<file path="src/rtl/asym_fifo.sv">
module asym_fifo #(
  parameter int WR_W           = 8,
  parameter int RD_W           = 32,
  parameter int WIDE_DEPTH     = 16,
  parameter int PROG_TH        = 40,
  parameter bit LANE_MSB_FIRST = 1'b1
) (
  input  logic            clk,
  input  logic            rst,
  input  logic [WR_W-1:0] din,
  input  logic            wr_en,
  output logic            full,
  output logic            almost_full,
  output logic            prog_full,
  output logic            overflow,
  output logic [RD_W-1:0] dout,
  input  logic            rd_en,
  output logic            empty,
  output logic            underflow
);
  localparam bit PACK  = RD_W > WR_W;
  localparam int LW    = PACK ? WR_W : RD_W;
  localparam int WW    = PACK ? RD_W : WR_W;
  localparam int RATIO = WW / LW;
  localparam int LG    = $clog2(RATIO);
  localparam int LANES = WIDE_DEPTH * RATIO;
  localparam int IW    = $clog2(LANES);
  localparam int AW    = IW + 1;
  localparam int QW    = AW - LG;
  localparam int WCAP  = PACK ? LANES : WIDE_DEPTH;
  localparam int WSTEP = PACK ? 1 : RATIO;
  localparam int RSTEP = PACK ? RATIO : 1;

  logic [LW-1:0] mem [LANES];
  logic [AW-1:0] wp, rp;
  logic [RD_W-1:0] rword;

  wire [AW-1:0] lane_used = wp - rp;
  wire [QW-1:0] word_diff = wp[AW-1:LG] - rp[AW-1:LG];
  wire [AW-1:0] word_used = AW'(word_diff);
  wire [AW-1:0] wcnt = PACK ? lane_used : word_used;
  wire [AW-1:0] rcnt = PACK ? word_used : lane_used;
  wire [IW-1:0] wa = wp[IW-1:0];
  wire [IW-1:0] ra = rp[IW-1:0];

  assign full        = wcnt == AW'(WCAP);
  assign almost_full = wcnt == AW'(WCAP - 1);
  assign prog_full   = wcnt >= AW'(PROG_TH);
  assign empty       = rcnt == '0;
  assign dout        = empty ? '0 : rword;

  wire wr_ok = wr_en & ~full;
  wire rd_ok = rd_en & ~empty;

  function automatic int lane_pos(int k);
    return LANE_MSB_FIRST ? (RATIO - 1 - k) * LW : k * LW;
  endfunction

  always_ff @(posedge clk) begin
    if (rst) begin
      wp        <= '0;
      rp        <= '0;
      overflow  <= 1'b0;
      underflow <= 1'b0;
    end else begin
      if (wr_ok) wp <= wp + AW'(WSTEP);
      if (rd_ok) rp <= rp + AW'(RSTEP);
      overflow  <= wr_en & full;
      underflow <= rd_en & empty;
    end
  end

  generate
    if (PACK) begin : g_pack
      always_ff @(posedge clk)
        if (wr_ok) mem[wa] <= din;
      always_comb begin
        rword = '0;
        for (int k = 0; k < RATIO; k++)
          rword[lane_pos(k) +: LW] = mem[ra + IW'(k)];
      end
    end else begin : g_unpack
      always_ff @(posedge clk)
        if (wr_ok)
          for (int k = 0; k < RATIO; k++)
            mem[wa + IW'(k)] <= din[lane_pos(k) +: LW];
      assign rword = mem[ra];
    end
  endgenerate

  AST_NO_OVERFLOW: assert property (@(posedge clk) disable iff (rst)
    (wr_en && full && !rd_en) |=> (full && $stable(wp)));
  AST_NO_UNDERFLOW: assert property (@(posedge clk) disable iff (rst)
    (rd_en && empty && !wr_en) |=> (empty && $stable(rp)));
  AST_DOUT_HOLD: assert property (@(posedge clk) disable iff (rst)
    (!empty && !rd_en) |=> $stable(dout));
  AST_ALMOST_TO_FULL: assert property (@(posedge clk) disable iff (rst)
    (almost_full && wr_en && !rd_en) |=> full);
  AST_FLAGS_EXCL: assert property (@(posedge clk) disable iff (rst)
    !(full && empty));
  AST_FULL_IMPLIES_PROG: assert property (@(posedge clk) disable iff (rst)
    full |-> prog_full);
endmodule

</file>
<file path="config.mk">
export PLATFORM = sky130hd
export DESIGN_NAME = asym_fifo
export DESIGN_NICKNAME = d
export VERILOG_FILES = /design/src/rtl/asym_fifo.sv
export SDC_FILE = /design/constraint.sdc
export NUM_CORES = 1
export LEC_CHECK = 0
export ABC_AREA = 0
export BUFFER_PORTS_ARGS = -buffer_cell sky130_fd_sc_hd__buf_2
export CAP_MARGIN = 20
export CORE_AREA = 2 2 269 271
export CTS_BUF_LIST = sky130_fd_sc_hd__clkbuf_2
export DETAILED_ROUTE_END_ITERATION = 10
export DIE_AREA = 0 0 271 273
export GPL_TIMING_DRIVEN = 0
export PLACE_DENSITY_LB_ADDON = 0.3
export REMOVE_ABC_BUFFERS = 1
export SLEW_MARGIN = 20
export SYNTH_ARGS = -nofsm -noshare
export SYNTH_HDL_FRONTEND = slang
export SYNTH_SLANG_ARGS = --single-unit
</file>
<file path="constraint.sdc">
create_clock -name clk -period 12.3 [get_ports clk]
set_input_delay 0.615 -clock clk [delete_from_list [all_inputs] [get_ports clk]]
set_output_delay 0.615 -clock clk [all_outputs]
set_load 0.1 [all_outputs]
</file>
==> flow_summary.toml <==
[floorplanning]
std_cell_rows = 98
initial_utilization_pct = 29.7
core_area_um2 = 71000
die_x_um = 271
ios = 50
fp.dieH_um = 273
die-area_um2 = 74000

[routing]
routedWlPerCell_um = 21.8
firstDrtPassIters = 7
ant_nets = 0
wirelength_mm = 48.9
vias_per_cell = 4.81
drt_iter0_markers = 1021
dr_total_vias = 10800
remaining_drc_errors = 0

[logic_synthesis]
ys_types = 45
async_flop_share_pct = 0
syn_inst = 1044
synthTopCellsByArea = "edfxtp_1 73%, mux4_2 14%, dfxtp_1 1.7%, mux2i_1 1.2%, nor3_1 1.1%"
ys_warn_count = 0
syn_area_um2 = 21100
avgSynthCellArea_um2 = 20.2
synth_commonest_cells = "512 x edfxtp_1, 135 x mux4_2, 57 x nand2_1, 46 x nor3_1, 32 x clkbuf_1"
synth_top_area_share_pct = 72.9
yosysMostFrequentCell = "edfxtp_1"
synth_edf_count = 512
ys.flop_type = "edfxtp_1"
ys_ff_latch = 530
seq_area_frac_synth_pct = 74.6
yosysTopAreaCell = "edfxtp_1"

[clock_tree]
clk_pin_slew_ns = 0.10
cts-buffers-inserted = 133
cts_buffer_depth = 3
h-tree-depth = 4
cts.root.buffer_cell = "clkbuf_2"
cts_sinks = 530
cts_tree = "yes"
clk_latency_ns = 1.15
post-cts-setup-buffer-count = 0

[worst_setup_path]
reg2reg_depth = 7
startpoint_type = "flip-flop"
reg2reg_to = "overflow"
end_kind = "primary output"
r2r_slack_ns = 7.25
critPathMaxFanout = 66
reg2reg_from = "rp[5]"
path_class = "flip-flop to primary output"
worstPathRequired_ns = 11.69
crit_arrival_ns = 5.84

[timing]
finalCritPeriodShare_pct = 52.5
period_needed_ns = 6.46
skew_ns = 0.105
slew_viol_final = 0
rsz0062_at_grt = "false"
tightest_slew_ns = 1.11
hold_ws_ns = 0.360
relSlewSlack_pct = 26.0
hold_viol = 0
setup_violations = 0
fin_setup_tns_ns = 0
fmax_mhz = 155
worst_slack_ns = 5.84

[place]
portBuffers = 49
place_congestion = 0.745
place_ws_ns = 7.12
dp_hpwl_mm = 28.8

[global_routing]
grt_pass1_wl_mm = 73.3
grt_max_degree = 67
grt_overflow = 0
grt_pass1_vias = 11300
grtUsageTotal_pct = 13.4
antenna_found_initial = 3

[flow_run]
cap_violations = 0

[worst_hold_path]
hold_path.startpoint = "rd_en"
holdPathStages = 4
hold_end = "rp[3]"
hold_path_class = "input port to flip-flop"

[power]
cellPowerDensity_nw_per_um2 = 218
p_leak_nw = 7.71
ir_worst_vdd_v = 0.000470
p_total_w = 0.00527

[final_layout]
drive_gt1_share_pct = 38.7
area_growth_pct = 14.9
fillCellCount = 6751
final_nets = 1222

[outcome]
status = "complete, no violations"
[cells in the final DEF, fill, tap and decap left out, types with 11 or more instances in the layout]
master,Yosys,final
clkinv_1,0,22
nor2b_1,12,12
clkbuf_2,0,188
nor3_2,13,57
buf_4,2,21
dfxtp_1,18,12
a211oi_1,28,28
nand2_1,57,57
dlygate4sd3_1,0,12
and3_1,25,25
nor2_1,11,11
edfxtp_1,512,512
mux4_2,135,135
a21oi_1,13,13
buf_2,17,46
mux2i_1,26,26
[final cells by class]
| type | count | area, µm² | area share [%] |
|---|---|---|---|
| sequential | 530 | 15800 | 65.0 |
| tap | 950 | 1190 | 4.90 |
| clock buffer | 188 | 941 | 3.88 |
| antenna | 4 | 10.0 | 0.0413 |
| multi-input combinational | 439 | 5280 | 21.8 |
| clock inverter | 36 | 337 | 1.39 |
| timing repair buffer | 88 | 696 | 2.87 |
| inverter | 10 | 37.5 | 0.155 |
[worst max-delay path by stage]
stage           from  endpoint  slack [ns]
2_1_floorplan  rp[2]   dout[0]        3.29
3_3_place_gp   rp[2]  dout[21]        1.36
3_5_place_dp   rp[5]      full        7.12
4_1_cts        rp[5]      full        5.79
5_1_grt        rp[5]      full        5.45
6_report       rp[5]      full        5.84
[per-layer routing]
layer  share of wire, %  wire length [µm]  GRT usage [%]
met1                 48             23600           19.7
met4                1.3               655           3.91
met5              0.033                16              0
met2                 44             21600           19.5
met3                6.3              3060           3.51
[power by group]
part / switching (W) / internal, W / leakage, nW
Clock: 0.000700 / 0.000556 / 0.936
Combinational: 0.00142 / 0.000515 / 2.02
Sequential: 0.0000779 / 0.00200 / 4.76
Total: 0.00220 / 0.00307 / 7.71
[stage by stage]
stage,area [µm²],cells,utilization [%]
2_1_floorplan,20800,979,-
3_3_place_gp,22200,1978,31.3
3_5_place_dp,22800,2005,32.1
4_1_cts,24200,2237,34.1
5_1_grt,24200,2245,34.1
6_report,24200,2245,34.1
[sequential cells by signal, summed over array words and instances, names as in the netlist, named ones only]
name	flops
underflow	1
mem	512
overflow	1
wp	7
rp	5
[logic make-up after synthesis]
| group | Yosys count | share of synthesized area (%) |
|---|---|---|
| fa+ha+maj | 8 | 0.510 |
| flops | 530 | 74.6 |
| compound gates | 53 | 1.74 |
| xor+xnor | 2 | 0.0830 |
| mux | 167 | 16.0 |
| simple gates | 209 | 5.45 |
| buf+inv | 75 | 1.68 |
[worst max-delay path, cell delays in order (launching register included)]
cell     delay [ns]
dfxtp_2        0.86
inv_1          0.71
ha_1           0.55
and3_1         0.20
o21ai_0        0.44
and3_4         0.34
and2_4         0.91
buf_2          0.60
[repair_timing]
action,CTS,global route
gates resized for setup,0,0
hold buffers,8,4
endpoints found under the hold margin,129,36
No activity file was read; power rests on OpenSTA's default activity.
